$ cat src/rtl/lsu_ag_pkg.sv
// Package: shared encodings for the load/store address generator.
// Assumes a byte-addressed space; the codes match the block's brief.
package lsu_ag_pkg;
    localparam int ADDR_W = 32;
    localparam int CODE_W = 12;

    localparam logic [3:0] AM_IND     = 4'd0;
    localparam logic [3:0] AM_DISP    = 4'd1;
    localparam logic [3:0] AM_IDX     = 4'd2;
    localparam logic [3:0] AM_PREDEC  = 4'd3;
    localparam logic [3:0] AM_POSTINC = 4'd4;
    localparam logic [3:0] AM_GBR     = 4'd5;
    localparam logic [3:0] AM_PCREL   = 4'd6;
    localparam logic [3:0] AM_FETCH   = 4'd7;
    localparam logic [3:0] AM_DUAL    = 4'd8;

    localparam logic [1:0] SZ_BYTE = 2'd0;
    localparam logic [1:0] SZ_WORD = 2'd1;
    localparam logic [1:0] SZ_LONG = 2'd2;

    localparam logic [CODE_W-1:0] CODE_RD = 12'h0E0;
    localparam logic [CODE_W-1:0] CODE_WR = 12'h100;
endpackage

$ cat src/rtl/lsu_ag_calc.sv
// Module: address arithmetic for all addressing modes.
// Purely combinational. Produces up to two addresses, the written-back
// bases and their enables, and the size/direction the checker must use.
// Assumes displacements are unsigned and already extracted.
module lsu_ag_calc
    import lsu_ag_pkg::*;
#(
    parameter int AW = ADDR_W
) (
    input  logic [3:0]    mode_i,
    input  logic [1:0]    size_i,
    input  logic          is_write_i,
    input  logic [AW-1:0] rn_i,
    input  logic [AW-1:0] rm_i,
    input  logic [AW-1:0] r0_i,
    input  logic [AW-1:0] gbr_i,
    input  logic [AW-1:0] pc_i,
    input  logic [3:0]    disp4_i,
    input  logic [7:0]    disp8_i,
    output logic [AW-1:0] addr_a_o,
    output logic [AW-1:0] addr_b_o,
    output logic [AW-1:0] base_a_o,
    output logic [AW-1:0] base_b_o,
    output logic          base_a_wr_o,
    output logic          base_b_wr_o,
    output logic          use_b_o,
    output logic [1:0]    chk_size_o,
    output logic          chk_write_o,
    output logic          mode_ok_o
);
    logic [1:0]    shift;
    logic [AW-1:0] step;
    logic [AW-1:0] d4s;
    logic [AW-1:0] d8s;
    logic [AW-1:0] pc_round;

    // Size to shift amount and byte step
    always_comb begin
        case (size_i)
            SZ_BYTE: shift = 2'd0;
            SZ_WORD: shift = 2'd1;
            default: shift = 2'd2;
        endcase
        step     = AW'(1) << shift;
        d4s      = AW'(disp4_i) << shift;
        d8s      = AW'(disp8_i) << shift;
        pc_round = (shift == 2'd2) ? {pc_i[AW-1:2], 2'b00} : pc_i;
    end

    // Per-mode address, base update and check parameters
    always_comb begin
        addr_a_o    = rn_i;
        addr_b_o    = '0;
        base_a_o    = rn_i;
        base_b_o    = rn_i;
        base_a_wr_o = 1'b0;
        base_b_wr_o = 1'b0;
        use_b_o     = 1'b0;
        chk_size_o  = size_i;
        chk_write_o = is_write_i;
        mode_ok_o   = 1'b1;
        case (mode_i)
            AM_IND:  addr_a_o = rn_i;
            AM_DISP: addr_a_o = rn_i + d4s;
            AM_IDX:  addr_a_o = rn_i + r0_i;
            AM_PREDEC: begin
                addr_a_o    = rn_i - step;
                base_a_o    = rn_i - step;
                base_a_wr_o = 1'b1;
            end
            AM_POSTINC: begin
                addr_a_o    = rn_i;
                base_a_o    = rn_i + step;
                base_a_wr_o = 1'b1;
            end
            AM_GBR:   addr_a_o = gbr_i + d8s;
            AM_PCREL: addr_a_o = pc_round + d8s + AW'(4);
            AM_FETCH: begin
                addr_a_o    = pc_i;
                chk_size_o  = SZ_WORD;
                chk_write_o = 1'b0;
            end
            AM_DUAL: begin
                addr_a_o    = rm_i;
                addr_b_o    = rn_i;
                base_a_o    = rm_i + step;
                base_b_o    = rn_i + step;
                base_a_wr_o = 1'b1;
                base_b_wr_o = 1'b1;
                use_b_o     = 1'b1;
                chk_write_o = 1'b0;
            end
            default: mode_ok_o = 1'b0;
        endcase
    end
endmodule

$ cat src/rtl/lsu_ag_align.sv
// Module: alignment test of one address against one access size.
// Combinational; byte never faults, word needs bit 0 clear,
// long (and the reserved size code) needs bits 1:0 clear.
module lsu_ag_align
    import lsu_ag_pkg::*;
#(
    parameter int AW = ADDR_W
) (
    input  logic [AW-1:0] addr_i,
    input  logic [1:0]    size_i,
    output logic          mis_o
);
    // Low-bit test selected by size
    always_comb begin
        case (size_i)
            SZ_BYTE: mis_o = 1'b0;
            SZ_WORD: mis_o = addr_i[0];
            default: mis_o = |addr_i[1:0];
        endcase
    end
endmodule

$ cat src/rtl/lsu_ag_exc.sv
// Module: exception output register.
// Captures a fault pulse with its code and address; one cycle per fault.
// Assumes the caller already gated the fault with the request valid.
module lsu_ag_exc
    import lsu_ag_pkg::*;
#(
    parameter int AW = ADDR_W,
    parameter int CW = CODE_W
) (
    input  logic          clk,
    input  logic          rst_n,
    input  logic          fault_i,
    input  logic [CW-1:0] code_i,
    input  logic [AW-1:0] addr_i,
    output logic          exc_valid_o,
    output logic [CW-1:0] exc_code_o,
    output logic [AW-1:0] exc_addr_o
);
    // Register the exception pulse, code and faulting address
    always_ff @(posedge clk) begin
        if (!rst_n) begin
            exc_valid_o <= 1'b0;
            exc_code_o  <= '0;
            exc_addr_o  <= '0;
        end else begin
            exc_valid_o <= fault_i;
            if (fault_i) begin
                exc_code_o <= code_i;
                exc_addr_o <= addr_i;
            end
        end
    end
endmodule

$ cat src/rtl/lsu_addr_gen.sv
// Module: load/store effective address generator with alignment trap.
// Combines the mode arithmetic, two alignment checkers and the exception
// register. Strobe and base write-backs are gated off on any fault.
// In dual mode the Rm operand takes priority for the reported address.
module lsu_addr_gen
    import lsu_ag_pkg::*;
#(
    parameter int AW = ADDR_W,
    parameter int CW = CODE_W,
    parameter logic [CW-1:0] RD_CODE = CODE_RD,
    parameter logic [CW-1:0] WR_CODE = CODE_WR
) (
    input  logic          clk,
    input  logic          rst_n,
    input  logic          req_valid_i,
    input  logic [3:0]    mode_i,
    input  logic [1:0]    size_i,
    input  logic          is_write_i,
    input  logic [AW-1:0] rn_i,
    input  logic [AW-1:0] rm_i,
    input  logic [AW-1:0] r0_i,
    input  logic [AW-1:0] gbr_i,
    input  logic [AW-1:0] pc_i,
    input  logic [3:0]    disp4_i,
    input  logic [7:0]    disp8_i,
    output logic [AW-1:0] addr_o,
    output logic [AW-1:0] addr2_o,
    output logic [AW-1:0] prim_base_o,
    output logic          prim_base_we_o,
    output logic [AW-1:0] sec_base_o,
    output logic          sec_base_we_o,
    output logic          mem_req_o,
    output logic          exc_valid_o,
    output logic [CW-1:0] exc_code_o,
    output logic [AW-1:0] exc_addr_o
);
    localparam int NOPS = 2;

    logic [AW-1:0] op_addr [NOPS];
    logic [NOPS-1:0] op_mis;
    logic          base_a_wr, base_b_wr, use_b, chk_write, mode_ok;
    logic [1:0]    chk_size;
    logic          active, fault;
    logic [CW-1:0] fault_code;
    logic [AW-1:0] fault_addr;

    lsu_ag_calc #(.AW(AW)) u_calc (
        .mode_i      (mode_i),
        .size_i      (size_i),
        .is_write_i  (is_write_i),
        .rn_i        (rn_i),
        .rm_i        (rm_i),
        .r0_i        (r0_i),
        .gbr_i       (gbr_i),
        .pc_i        (pc_i),
        .disp4_i     (disp4_i),
        .disp8_i     (disp8_i),
        .addr_a_o    (op_addr[0]),
        .addr_b_o    (op_addr[1]),
        .base_a_o    (prim_base_o),
        .base_b_o    (sec_base_o),
        .base_a_wr_o (base_a_wr),
        .base_b_wr_o (base_b_wr),
        .use_b_o     (use_b),
        .chk_size_o  (chk_size),
        .chk_write_o (chk_write),
        .mode_ok_o   (mode_ok)
    );

    // One alignment checker per operand address
    for (genvar g = 0; g < NOPS; g++) begin : g_chk
        lsu_ag_align #(.AW(AW)) u_align (
            .addr_i (op_addr[g]),
            .size_i (chk_size),
            .mis_o  (op_mis[g])
        );
    end

    // Fault decision, priority pick of the reported address, gating
    always_comb begin
        active     = req_valid_i && mode_ok;
        fault      = active && (op_mis[0] || (use_b && op_mis[1]));
        fault_code = chk_write ? WR_CODE : RD_CODE;
        fault_addr = op_mis[0] ? op_addr[0] : op_addr[1];
        mem_req_o      = active && !fault;
        prim_base_we_o = active && !fault && base_a_wr;
        sec_base_we_o  = active && !fault && base_b_wr;
        addr_o         = op_addr[0];
        addr2_o        = op_addr[1];
    end

    lsu_ag_exc #(.AW(AW), .CW(CW)) u_exc (
        .clk         (clk),
        .rst_n       (rst_n),
        .fault_i     (fault),
        .code_i      (fault_code),
        .addr_i      (fault_addr),
        .exc_valid_o (exc_valid_o),
        .exc_code_o  (exc_code_o),
        .exc_addr_o  (exc_addr_o)
    );

    // An exception pulse follows a request that was refused its strobe
    assert_exc_after_refused_R12: assert property (@(posedge clk) disable iff (!rst_n)
        exc_valid_o |-> ($past(req_valid_i) && !$past(mem_req_o)));

    // Strobed word accesses are even (fetch aside, it is checked as word anyway)
    assert_word_aligned_R1: assert property (@(posedge clk) disable iff (!rst_n)
        (mem_req_o && size_i == SZ_WORD) |-> !addr_o[0]);

    // Strobed long data accesses sit on a four-byte boundary
    assert_long_aligned_R1: assert property (@(posedge clk) disable iff (!rst_n)
        (mem_req_o && size_i == SZ_LONG && mode_i != AM_FETCH) |-> (addr_o[1:0] == 2'b00));

    // Only the two defined codes ever appear
    assert_code_legal_R2: assert property (@(posedge clk) disable iff (!rst_n)
        exc_valid_o |-> (exc_code_o == RD_CODE || exc_code_o == WR_CODE));

    // Fetch faults always carry the read code
    assert_fetch_read_R3: assert property (@(posedge clk) disable iff (!rst_n)
        (exc_valid_o && $past(mode_i) == AM_FETCH) |-> (exc_code_o == RD_CODE));

    // Pre-decrement writes back exactly the address it accessed
    assert_predec_base_R6: assert property (@(posedge clk) disable iff (!rst_n)
        (mem_req_o && mode_i == AM_PREDEC) |-> (prim_base_we_o && prim_base_o == addr_o));

    // No base update without a strobe
    assert_base_gated_R10: assert property (@(posedge clk) disable iff (!rst_n)
        (prim_base_we_o || sec_base_we_o) |-> mem_req_o);
endmodule

$ cat config.mk
export PLATFORM = sky130hd
export DESIGN_NAME = lsu_addr_gen
export DESIGN_NICKNAME = d
export VERILOG_FILES = /design/src/rtl/lsu_ag_pkg.sv /design/src/rtl/lsu_ag_calc.sv /design/src/rtl/lsu_ag_align.sv /design/src/rtl/lsu_ag_exc.sv /design/src/rtl/lsu_addr_gen.sv
export SDC_FILE = /design/constraint.sdc
export NUM_CORES = 1
export LEC_CHECK = 0
export BUFFER_PORTS_ARGS = -buffer_cell sky130_fd_sc_hd__buf_2
export CORE_MARGIN = 2
export CORE_UTILIZATION = 41
export CTS_CLUSTER_SIZE = 30
export DETAILED_ROUTE_END_ITERATION = 8
export PLACE_DENSITY_LB_ADDON = 0.12
export SLEW_MARGIN = 20
export SYNTH_ARGS = -nofsm -noshare
export SYNTH_HDL_FRONTEND = slang
export SYNTH_SLANG_ARGS = --single-unit
$ cat constraint.sdc
create_clock -name clk -period 13.95 [get_ports clk]
set_input_delay 3.4875 -clock clk [delete_from_list [all_inputs] [get_ports clk]]
set_output_delay 3.4875 -clock clk [all_outputs]
set_load 0.05 [all_outputs]
Yosys cells after proc, flatten, opt, wreduce, memory -nomap -nowiden
Cells that the tools add are included.

operators by class
  equal/unequal tests = 11
  mux-type cells = 15
  reduce and logical (&&, ||, !) cells = 16
  shift operators = 3
  $add $sub $neg = 8

operators by type and width
  cell                     count
  $pmux W32 S7             1
  $add A32 B32 Y32         6
  $mux W32                 3
  $pmux W32 S3             1
  $add A32 B3 Y32 const B  1
  $shl A1 B2 Y32 const A   1
  $shl A4 B2 Y32           1
  $shl A8 B2 Y32           1
  $sub A32 B32 Y32         1
  $eq A4 B3 Y1 const B     4
  $mux W9                  1
  $reduce_or A9 Y1         1
  $eq A4 B2 Y1 const B     2
  $logic_and A1 B1 Y1      6
  $reduce_or A2 Y1         3
  $eq A2 B1 Y1 const B     2
  $eq A4 B1 Y1 const B     1
  $eq A4 B4 Y1 const B     1
  $logic_not A2 Y1         2
  $logic_not A4 Y1         1
  $mux W1                  4
  $mux W2                  2
  $pmux W1 S2              2
  $pmux W2 S2              1
  other kinds (4)          4

storage, ports and cells
  bits of input ports = 182
  output and inout bits = 176
  word-level logic and storage cells = 56
  register bits = 45

Depth between registers and ports, before layout
Gate-level depths: netlist of the first run.

  depth after elaboration = 14
  mapped depth = 20
  gate-level depth less buffers = 17

Modules after synthesis
Synthesis of the first run repeated with hierarchy kept, for this count alone.

unflattened totals
  cell total of the unflattened synthesis = 1582
  area, all modules = 11279.6 sq um

by module, submodules not included
  module        sequential area each (sq um)  cells an instance  area an instance (sq um)  times used
  lsu_ag_calc   0.0                           1388               8926.1                    1
  lsu_ag_exc    900.9                         143                1729.2                    1
  lsu_addr_gen  0.0                           45                 599.3                     1
  lsu_ag_align  0.0                           3                  12.5                      2

Worst setup path before layout of the first run
No wires, ideal clock.

  path type = input-to-output
  from = in size_i[0]
  to = out addr_o[31]
  required time = 10.462 ns
  path buffers = 1
  arrival = 8.408 ns
  slack = 2.054 ns
  stages = 16
  cell sequence = clkbuf_1 mux2i_1 nor2_1 ha_1 ha_1 inv_1 fa_1 nand2b_1 a21o_1 a21oi_1 nor2_1 nor4b_1 xor2_1 a221oi_2 nor3b_1 a2111oi_1

between the ends
  word-level cells in the longest chain between the ends = 7
  elaborated cells on any way between the ends = 14
  classes of those cells = add/sub (5); eq/ne (2); shift (3); mux (3); reduce/logical (1)

RTL lines
  what                                              RTL line            RTL
  start: declaration                                lsu_addr_gen.sv:17  input logic [1:0] size_i,
  $eq A2 B1 Y1 or $logic_not A2 Y1 (tied branches)  lsu_ag_calc.sv:39   case (size_i)
  $pmux W2 S2 *                                     lsu_ag_calc.sv:39
  $eq A2 B2 Y1                                      lsu_ag_calc.sv:47   pc_round = (shift == 2'd2) ? {pc_i[AW-1:2], 2'b00} : pc_i;
  $mux W2                                           lsu_ag_calc.sv:47
  $add A32 B32 Y32                                  lsu_ag_calc.sv:77   AM_PCREL: addr_a_o = pc_round + d8s + AW'(4);
  $add A32 B3 Y32                                   lsu_ag_calc.sv:77
  $pmux W32 S7 *                                    lsu_ag_calc.sv:62   case (mode_i)
  end: declaration                                  lsu_addr_gen.sv:26  output logic [AW-1:0] addr_o,

Mark *: on every way between the ends. The rest lies on a longest branch, timed or not.

Worst setup path in the final report of the first run
  from = in mode_i[0]
  to = out addr_o[28]

between the ends
  word-level cells in the longest chain between the ends = 2
  elaborated cells on any way between the ends = 8
  classes of those cells = eq/ne (7); mux (1)

RTL lines
  what                                  RTL line            RTL
  start: declaration                    lsu_addr_gen.sv:16  input logic [3:0] mode_i,
  $eq A4 B4 Y1 (tied with other cells)  lsu_ag_calc.sv:62
  $pmux W32 S7 *                        lsu_ag_calc.sv:62

Marks and branches as above.

==> results of run 1 <==
## worst max-delay path, cell delays in order
cell       delay (ns)
buf_2            0.28
nand2b_1         0.26
nor3_1           0.84
nand2_1          0.10
o21ai_0          0.11
ha_1             0.19
inv_1            0.05
fa_1             0.41
nor2b_1          0.19
o211ai_1         0.14
a21boi_0         0.27
o211ai_1         0.20
a2111oi_2        0.56
o21ai_0          0.41
o31ai_1          0.40
mux2i_1          0.28
o22a_1           0.17
buf_2            0.27
## per-layer routing
metal | part of all wire (%) | wire, um | vias up | track usage [%]
met5 | 0 | 0 | - | 0
met4 | 6.8 | 3900 | 0 | 21.9
met3 | 7.4 | 4230 | 172 | 3.95
met2 | 47 | 27000 | 901 | 67.6
met1 | 38 | 22000 | 6836 | 46.5
li1 | - | - | 6734 | -
## area by class of cell
cell class              instances  area, um2  share of cell area [%]
flip-flops and latches         35        701                    5.36
multi-input cells            1499       9700                    74.2
clock inverters                 2       35.0                   0.268
repair buffers                372       1920                    14.7
inverters                      37        139                    1.06
diodes                          5       12.5                  0.0957
clock buffers                   6        139                    1.06
well taps                     341        427                    3.26
## power by group through the flow
stage	sequential, uW	clock, uW	combinational [uW]
after floorplan	141	0	351
after global placement	113	0	549
after detailed placement	113	0	549
after CTS	111	137	551
after global routing	112	142	594
final	111	137	560
## cells in the final DEF, fill, tap and decap left out, types with 21 or more instances in the layout
| cell | instances |
|---|---|
| a21oi_1 | 137 |
| a221oi_1 | 28 |
| a31oi_1 | 23 |
| and2_1 | 39 |
| and3_1 | 49 |
| buf_2 | 349 |
| buf_4 | 23 |
| dfxtp_1 | 35 |
| ha_1 | 77 |
| inv_1 | 37 |
| mux2i_1 | 22 |
| nand2_1 | 181 |
| nand2b_1 | 21 |
| nand3_1 | 50 |
| nand4_1 | 46 |
| nor2_1 | 170 |
| nor3_1 | 37 |
| o211ai_1 | 25 |
| o21a_1 | 22 |
| o21ai_0 | 122 |
| xnor2_1 | 87 |
| xor2_1 | 69 |
## stage by stage
stage,instance area [um2],util (%)
after floorplan,11100,-
after global placement,12900,48.3
after detailed placement,12900,48.3
after CTS,13100,49.0
after global routing,13100,49.0
final,13100,49.0
## Yosys cell counts, drive strengths merged (24+ instances only)
master and count:
o21ai 130, buf 33, dfxtp 35, nand3 51, inv 37, nand2 182, nor2 174, a221oi 29
xor2 69, and2 39, o211ai 25, nor3 42, a21oi 137, xnor2 87, ha 77, a31oi 24
and3 49, nand4 47, clkbuf 103
## registers in the layout (all words and copies together) (netlist names)
signal	cells
u_exc.exc_addr_o	32
u_exc.exc_code_o	2
u_exc.exc_valid_o	1
## cell families after synthesis
group,count (synthesis),share of synthesized area [%]
AOI/OAI and AO/OA,533,31.5
xor gates and xnor gates,156,12.4
adders and majority gates,83,9.82
buffers and inverters,173,6.46
DFF,35,6.35
muxes,24,2.20
other,2,0.0681
and+or+nand+nor,689,31.2
## final timing paths
kind	slack [ns]	to	cells past startpoint	startpoint
worst max-delay path	1.85	addr_o[28]	18	mode_i[0]
worst min-delay path	0.46	u_exc.exc_addr_o[0]$_SDFFE_PN0P_	2	u_exc.exc_addr_o[0]$_SDFFE_PN0P_
worst max register to register	13.22	u_exc.exc_addr_o[3]$_SDFFE_PN0P_	2	u_exc.exc_addr_o[3]$_SDFFE_PN0P_
worst min register to register	0.46	u_exc.exc_addr_o[0]$_SDFFE_PN0P_	2	u_exc.exc_addr_o[0]$_SDFFE_PN0P_
==> impl_results.md, run 1 <==
- Syn Area/Cell: 6.51 um2
- Final hold slack: 0.460 ns
- Worst slew pin tran: 1.08 ns
- Tcrit/Tclk final: 86.7%
- Largest fanout on the critical path: 31
- Via density: 6.37
- CTS tree: built
- Cell-internal power: 357 uW
- Biggest area consumer among synthesized cells: ha_1
- Min Tclk post-route: 12.10 ns
- Die Y: 168 um
- CTS Root Cell: clkbuf_16
- Synthesized flop and latch total: 35
- Clock power frac: 16.9%
- FMAX: 82.7 MHz
- CTS Buf Count: 5
- Switching share of power: 55.8%
- Drt total wl: 57100 um
- Setup_tns: 0 ns
- Status: finished, final reports clean
- Pin count of the biggest net entering global routing: 49
- Critical Path AT: 8.61 ns
- Initial core utilization: 41.4%
- Via count: 14600
- DR WL/cell: 24.9 um
- Nets: 2215
- P&R area growth vs syn: 18.4%
- Die area: 28200 um2
- Max-cap violation count: 0
- Cell Count, Final, Fillers Out: 2297
- Pwr dens: 61.8 nW/um2
- Global-route usage over all layers: 38.7%
- Number of synthesized flops with an enable pin: 0
- Core box area: 26700 um2
- Synth top area cells: ha_1, xnor2_1, dfxtp_1
- Share of layout cells above drive strength 1: 21.4%
- LEAKAGE: 0.00569 uW
- GP Congestion: 1.03
- Syn. warnings: 0
- CTS Hold Bufs: 0
- Kind of critical path: input pin to primary output
- Worst EP required: 10.46 ns
- DRC: 0
- Pre-CTS WS: 1.98 ns
- IO buf count: 349
- CP Capture Type: primary output
- Post-route ant nets: 0
- Tightest Hold Check Type: flop to flop
- CTS H-tree lvls: 2
- Top cell type's share of synthesized area: 8.73%
- Mapped Cells: 1695
- Final Hold Fails: 0
- Post-CTS setup buffer count: 0
- Fin. max-slew vios: 0
- Final setup violation count: 0
- Die Width: 168 um
- Critical path launch point type: input pin
- Psw: 451 uW
- Worst VDD drop: 0.0641 mV
- Clock Path Buffers: 2
- Later-pin clock latency in the skew report: 0.29 ns
- Clock slew at reported path FFs: 0.06 ns
- Sink Count: 35
- Async set or reset register ratio after synthesis: 0%
- Clk_skew: 0 ns
- Post-DP HPWL: 45900 um
- Starting DRT DRC Count: 1562
- FP Rows: 60
- Distinct cell type count after synthesis: 83
- Post-synthesis sequential area ratio: 6.35%
- First-pass GRT wire length: 83500 um
- Mapped cell area: 11000 um2
- Primary FF master, synth: dfxtp_1
- Layout fillers: 2864
- GRT overflow: 0
- Placed cell count: 2284
- Vias in the first global route: 13500
- Initial antenna violation count: 5
- Pwr Total: 808 uW
- Comb pwr share: 69.3%
- Max_slew headroom: 27.7%
- Reg power frac: 13.8%
- Post_cts resized: 0
- RSZ-0062 raised after global routing: no
- Pre-antenna DRT Iters: 6
- Final WS setup: 1.85 ns
- IO Count: 358
Power figures use the tool's default switching activity.
==> run 2, diff against run 1 <==
--- a/config.mk
+++ b/config.mk
@@ -8,9 +8,9 @@
 export BUFFER_PORTS_ARGS = -buffer_cell sky130_fd_sc_hd__buf_2
 export CORE_MARGIN = 2
 export CORE_UTILIZATION = 41
-export CTS_CLUSTER_SIZE = 30
+export CTS_CLUSTER_SIZE = 24
 export DETAILED_ROUTE_END_ITERATION = 8
-export PLACE_DENSITY_LB_ADDON = 0.12
+export PLACE_DENSITY = 0.67
 export SLEW_MARGIN = 20
 export SYNTH_ARGS = -nofsm -noshare
 export SYNTH_HDL_FRONTEND = slang
==> run 2 against run 1 <==
Effect of this change:
- critical path depth fell by 2
- die area is the same
- sequential share of layout area about the same
- cell area decreased by 0.16%
- sequential cell count unchanged
- worst hold slack worse by 0.0036 ns
- total power down 2.8%
- first-iteration DRC count decreased by 1.2%
- via count decreased by 0.12%
==> impl_results.md, run 2 (same netlist as run 1, synthesis figures left out) <==
- Status: finished, final reports clean (unchanged)
- Pre-antenna DRT Iters: 5 (was 6)
- WL met2: 26200 um (was 27000 um)
- IO Count: 358 (unchanged)
- Tightest Hold Check Type: flop to flop (unchanged)
- Comb pwr share: 71.3% (was 69.3%)
- Pwr dens: 60.2 nW/um2 (was 61.8 nW/um2)
- IO buf count: 349 (unchanged)
- Die area: 28200 um2 (unchanged)
- Sink Count: 35 (unchanged)
- Final WS setup: 2.12 ns (was 1.85 ns)
- Critical path's largest stage delay: 0.75 ns (was 0.84 ns)
- Post-DP HPWL: 45500 um (was 45900 um)
- Post-route ant nets: 0 (unchanged)
- Setup_tns: 0 ns (unchanged)
- Die Y: 168 um (unchanged)
- Met3 wire length: 4580 um (was 4230 um)
- Final setup violation count: 0 (unchanged)
- Commonest cells after routing, fill and taps aside: buf_2, nand2_1, nor2_1 (unchanged)
- FP Rows: 60 (unchanged)
- Worst VDD drop: 0.0438 mV (was 0.0641 mV)
- Slowest-stage cell, CP: nor2b_1 (was nor3_1)
- Top routing layer in use: met5 (was met4)
- Max-cap violation count: 0 (unchanged)
- P&R area growth vs syn: 18.2% (was 18.4%)
- Clock power frac: 14.5% (was 16.9%)
- RSZ-0062 raised after global routing: no (unchanged)
- Worst EP required: 10.46 ns (about the same)
- Drt total wl: 56000 um (was 57100 um)
- Post_cts resized: 0 (unchanged)
- DRT met1 WL: 21500 um (was 22000 um)
- Post-CTS setup buffer count: 0 (unchanged)
- Global-route usage over all layers: 37.7% (was 38.7%)
- Kind of critical path: input pin to primary output (unchanged)
- Via count: 14600 (about the same)
- CP Capture Type: primary output (unchanged)
- Critical path launch point type: input pin (unchanged)
- Clock Path Buffers: 2 (unchanged)
- CTS tree: built (unchanged)
- Critical path buffers and inverters: 3 (unchanged)
- Clock slew at reported path FFs: 0.05 ns (was 0.06 ns)
- GP Congestion: 1.00 (was 1.03)
- Share of layout cells above drive strength 1: 21.4% (unchanged)
- Critical Path AT: 8.34 ns (was 8.61 ns)
- First-pass GRT wire length: 81800 um (was 83500 um)
- Initial antenna violation count: 4 (was 5)
- Max FFs per register: 32 (unchanged)
- Min Tclk post-route: 11.83 ns (was 12.10 ns)
- Psw: 448 uW (was 451 uW)
- Pin count of the biggest net entering global routing: 49 (unchanged)
- Pre-CTS WS: 2.01 ns (was 1.98 ns)
- Placed cell count: 2285 (was 2284)
- Later-pin clock latency in the skew report: 0.28 ns (was 0.29 ns)
- CTS H-tree lvls: 2 (unchanged)
- Cell-internal power: 338 uW (was 357 uW)
- Fin. max-slew vios: 0 (unchanged)
- CP delay by family, top: compound AO/OA/AOI/OAI gates (unchanged)
- Via density: 6.38 (was 6.37)
- Reg power frac: 14.2% (was 13.8%)
- Cell Count, Final, Fillers Out: 2294 (was 2297)
- Switching share of power: 57.0% (was 55.8%)
- Largest fanout on the critical path: 12 (was 31)
- Post-DP Area: 12900 um2 (about the same)
- Fin area: 13000 um2 (was 13100 um2)
- Commonest non-fill, non-tap cell in the layout: buf_2 (unchanged)
- Starting DRT DRC Count: 1544 (was 1562)
- Clk_skew: 0 ns (unchanged)
- Final Hold Fails: 0 (unchanged)
- GRT overflow: 0 (unchanged)
- Fin util: 49.0% (about the same)
- Core box area: 26700 um2 (unchanged)
- Vias in the first global route: 13500 (about the same)
- Die Width: 168 um (unchanged)
- Initial core utilization: 41.4% (unchanged)
- Tcrit/Tclk final: 84.8% (was 86.7%)
- Top flop regs: u_exc.exc_addr_o x32, u_exc.exc_code_o x2, u_exc.exc_valid_o x1 (unchanged)
- CTS Buf Count: 5 (unchanged)
- FMAX: 84.5 MHz (was 82.7 MHz)
- CP Cell Sequence: buf_2, nor2b_1, a22oi_1, o21ai_0, inv_1, fa_1, nor2b_1, o211ai_1, a21boi_0, o211ai_1, a2111oi_2, o21ai_0, o31ai_1, mux2i_1, o22a_1, buf_2 (was buf_2, nand2b_1, nor3_1, nand2_1, o21ai_0, ha_1, inv_1, fa_1, nor2b_1, o211ai_1, a21boi_0, o211ai_1, a2111oi_2, o21ai_0, o31ai_1, mux2i_1, o22a_1, buf_2)
- Nets: 2216 (was 2215)
- CTS Root Cell: clkbuf_16 (unchanged)
- DRC: 0 (unchanged)
- CTS Hold Bufs: 0 (unchanged)
- Max_slew headroom: 23.9% (was 27.7%)
- Biggest register: u_exc.exc_addr_o (unchanged)
- LEAKAGE: 0.00569 uW (about the same)
- Worst slew pin tran: 1.14 ns (was 1.08 ns)
- DR WL/cell: 24.4 um (was 24.9 um)
## run 2: cell types whose count changed in the layout (fill, tap and decap cells not counted), sizes merged
cell    previous run  this run
buf              372       373
bufinv             1         0
diode              5         2
## run 2: metal layers
metal / vias to the layer above / GRT usage [%]
met1: 6840 / 44.3
met3: 171 / 6.18
met2: 879 / 65.8
met5: - / 0
li1: 6731 / -
met4: 4 / 20.7
## run 2: worst reg2reg max path, stage by stage, from the launching register on
cell and delay, ns:
dfxtp_1 0.33, nor2_1 0.05, a311oi_1 0.24
## run 2: layout make-up
type | instances | area (um2)
Antenna cell | 2 | 5.00
Clock buffer | 6 | 139
Clock inverter | 1 | 5.00
Fill cell | 2864 | 13600
Inverter | 37 | 139
Multi-Input combinational cell | 1499 | 9710
Sequential cell | 35 | 701
Tap cell | 341 | 427
Timing Repair Buffer | 373 | 1930
## run 2: final timing paths
check | start | to | slack (ns) | cells after the start
hold reg to reg | u_exc.exc_code_o[8]$_SDFFE_PN0P_ | u_exc.exc_code_o[8]$_SDFFE_PN0P_ | 0.46 | 2
setup / recovery | size_i[0] | addr_o[28] | 2.12 | 16
setup reg to reg | u_exc.exc_addr_o[2]$_SDFFE_PN0P_ | u_exc.exc_addr_o[2]$_SDFFE_PN0P_ | 13.24 | 2
hold / removal | u_exc.exc_code_o[8]$_SDFFE_PN0P_ | u_exc.exc_code_o[8]$_SDFFE_PN0P_ | 0.46 | 2
## run 2: metrics by stage
stage	hold slack, ns	total power [uW]
floorplan	0.668	492
global placement	0.446	661
detailed placement	0.450	663
CTS	0.456	777
global route	0.474	825
finish	0.456	786
## run 2: power by group through the flow
stage / logic (uW) / clock network [uW] / registers, uW
5_1_grt: 593 / 121 / 112
4_1_cts: 551 / 114 / 111
2_1_floorplan: 351 / 0 / 141
6_report: 560 / 114 / 111
3_5_place_dp: 549 / 0 / 113
3_3_place_gp: 548 / 0 / 113
==> run 3, diff against run 2 <==
--- a/config.mk
+++ b/config.mk
@@ -10,7 +10,7 @@
 export CORE_UTILIZATION = 41
 export CTS_CLUSTER_SIZE = 24
 export DETAILED_ROUTE_END_ITERATION = 8
-export PLACE_DENSITY = 0.67
+export PLACE_DENSITY = 0.69
 export SLEW_MARGIN = 20
 export SYNTH_ARGS = -nofsm -noshare
 export SYNTH_HDL_FRONTEND = slang
==> constraint.sdc (replaced) <==
create_clock -name clk -period 10.2 [get_ports clk]
set_input_delay 2.55 -clock clk [delete_from_list [all_inputs] [get_ports clk]]
set_output_delay 2.55 -clock clk [all_outputs]
set_load 0.05 [all_outputs]
==> run 3 against run 2 <==
Effect of this change:
- combinational power rose by 38%
- register-to-register slack worse by 3.8 ns
- clock skew is the same
- critical path type unchanged
==> impl_results.md, run 3 (same netlist as run 1, synthesis figures left out) <==
- Status: finished, final reports clean (unchanged)
- GP Congestion: 0.998 (was 1.00)
- Post-DP HPWL: 45200 um (was 45500 um)
- Worst R2R Setup Slack: 9.47 ns (was 13.24 ns)
- Top flop regs: u_exc.exc_addr_o x32, u_exc.exc_code_o x2, u_exc.exc_valid_o x1 (unchanged)
- Critical path buffers and inverters: 4 (was 3)
- Pre-CTS WS: 0.671 ns (was 2.01 ns)
- Critical path's largest stage delay: 0.52 ns (was 0.75 ns)
- Worst VDD drop: 0.0669 mV (was 0.0438 mV)
- Tightest Hold Check Type: flop to flop (unchanged)
- CP Cell Sequence: buf_2, nand2b_1, nor3_1, buf_4, nand2_1, o21ai_0, ha_1, inv_1, fa_1, nor2b_1, o211ai_1, a21boi_0, o211ai_1, a2111oi_2, o21ai_0, o31ai_1, mux2i_1, o22a_1, buf_2 (was buf_2, nor2b_1, a22oi_1, o21ai_0, inv_1, fa_1, nor2b_1, o211ai_1, a21boi_0, o211ai_1, a2111oi_2, o21ai_0, o31ai_1, mux2i_1, o22a_1, buf_2)
- Critical R2R Capture: u_exc.exc_addr_o[5]$_SDFFE_PN0P_ (was u_exc.exc_addr_o[2]$_SDFFE_PN0P_)
- Sink Count: 35 (unchanged)
- Hold path start: u_exc.exc_code_o[8]$_SDFFE_PN0P_ (unchanged)
- Vias in the first global route: 13500 (about the same)
- Post-DP Area: 13000 um2 (was 12900 um2)
- Final WS setup: 0.644 ns (was 2.12 ns)
- Worst slew pin tran: 1.21 ns (was 1.14 ns)
- Clock slew at reported path FFs: 0.06 ns (was 0.05 ns)
- First-pass GRT wire length: 81600 um (was 81800 um)
- Drt total wl: 56000 um (about the same)
- Largest fanout on the critical path: 16 (was 12)
- Top routing layer in use: met5 (unchanged)
- Die Y: 168 um (unchanged)
- Tcrit/Tclk final: 93.7%
- Hold Crit Depth: 2 (unchanged)
- Max-cap violation count: 0 (unchanged)
- Clock Path Buffers: 2 (unchanged)
- Final setup violation count: 0 (unchanged)
- IO Count: 358 (unchanged)
- Final hold slack: 0.454 ns (was 0.456 ns)
- Starting DRT DRC Count: 1535 (was 1544)
- RSZ-0062 raised after global routing: no (unchanged)
- CP Capture Type: primary output (unchanged)
- Layout fillers: 2903 (was 2864)
- Critical Path AT: 7.01 ns (was 8.34 ns)
- Kind of critical path: input pin to primary output (unchanged)
- R2R depth: 2 (unchanged)
- Slowest-stage cell, CP: a2111oi_2 (was nor2b_1)
- Post-route ant nets: 0 (unchanged)
- Met3 wire length: 5150 um (was 4580 um)
- FP Rows: 60 (unchanged)
- Commonest non-fill, non-tap cell in the layout: buf_2 (unchanged)
- Nets: 2227 (was 2216)
- CTS tree: built (unchanged)
- Share of layout cells above drive strength 1: 21.8% (was 21.4%)
- Fin. max-slew vios: 0 (unchanged)
- FMAX: 105 MHz
- CTS Root Cell: clkbuf_16 (unchanged)
- CTS Hold Bufs: 0 (unchanged)
- Initial antenna violation count: 4 (unchanged)
- Biggest register: u_exc.exc_addr_o (unchanged)
- DRC: 0 (unchanged)
- Post_cts resized: 0 (unchanged)
- CP delay by family, top: compound AO/OA/AOI/OAI gates (unchanged)
- Die Width: 168 um (unchanged)
- DRT met1 WL: 21500 um (about the same)
- Pwr Total: 1080 uW (was 786 uW)
- Die area: 28200 um2 (unchanged)
- DR WL/cell: 24.3 um (was 24.4 um)
- CTS Buf Count: 5 (unchanged)
- Setup_tns: 0 ns (unchanged)
- Worst Hold End: u_exc.exc_code_o[8]$_SDFFE_PN0P_ (unchanged)
- Min Tclk post-route: 9.56 ns
- Max FFs per register: 32 (unchanged)
- CTS H-tree lvls: 2 (unchanged)
- Max_slew headroom: 18.9% (was 23.9%)
- Later-pin clock latency in the skew report: 0.28 ns (about the same)
- Post-CTS setup buffer count: 0 (unchanged)
- Via density: 6.39 (was 6.38)
- Clk_skew: 0 ns (unchanged)
- WL met2: 25600 um (was 26200 um)
- Global-route usage over all layers: 37.6% (was 37.7%)
- Worst EP required: 7.65 ns (was 10.46 ns)
- Commonest cells after routing, fill and taps aside: buf_2, nand2_1, nor2_1 (unchanged)
- Core box area: 26700 um2 (unchanged)
- LEAKAGE: 0.00574 uW (was 0.00569 uW)
- P&R area growth vs syn: 18.9% (was 18.2%)
- GRT overflow: 0 (unchanged)
- IO buf count: 349 (unchanged)
- Crit Reg-Reg Startpoint: u_exc.exc_addr_o[5]$_SDFFE_PN0P_ (was u_exc.exc_addr_o[2]$_SDFFE_PN0P_)
- Pwr dens: 82.3 nW/um2 (was 60.2 nW/um2)
- Initial core utilization: 41.4% (unchanged)
- Pre-antenna DRT Iters: 8 (was 5)
- Fin area: 13100 um2 (was 13000 um2)
- Critical path launch point type: input pin (unchanged)
- Via count: 14700 (was 14600)
- Final Hold Fails: 0 (unchanged)
- Pin count of the biggest net entering global routing: 48 (was 49)
run 3: cell count changes in the layout (fill, tap and decap cells not counted):
cell and change:
buf_4 +11, nor3_1 +1, nor3_4 -1
run 3: cell type report:
type	count	area [um2]	area share [%]
flip-flops and latches	35	701	5.34
diodes	2	5.00	0.0381
inverters	37	139	1.06
well taps	341	427	3.25
multi-input cells	1499	9690	73.9
clock inverters	1	5.00	0.0381
clock buffers	6	139	1.06
repair buffers	384	2010	15.3
run 3: worst min-delay path, stage by stage (launching register included):
cell     delay (ns)
dfxtp_1        0.30
nand2_1        0.05
a21oi_1        0.05
run 3: worst max path at each step:
stage / start / end / cells past startpoint
finish: mode_i[1] / addr_o[28] / 19
global placement: mode_i[1] / addr_o[28] / 19
CTS: mode_i[1] / addr_o[28] / 19
global route: size_i[1] / addr_o[31] / 18
detailed placement: mode_i[1] / addr_o[28] / 19
floorplan: size_i[0] / addr_o[31] / 16
run 3: through the flow:
step,utilization [%],std cells
2_1_floorplan,-,1707
6_report,49.2,2305
5_1_grt,49.2,2304
3_5_place_dp,48.7,2296
3_3_place_gp,48.7,2296
4_1_cts,49.2,2303
run 3: power by group:
part,leakage [uW],internal (uW),switching [uW]
registers,0.000286,148,5.19
logic,0.00538,222,549
clock network,0.0000727,95.4,60.1
total,0.00574,465,614
run 3: routing by layer:
metal	global-route usage (%)	vias to the layer above
met5	0	-
met4	21.4	6
met3	6.04	179
met2	63.4	910
met1	45.5	6875
li1	-	6749
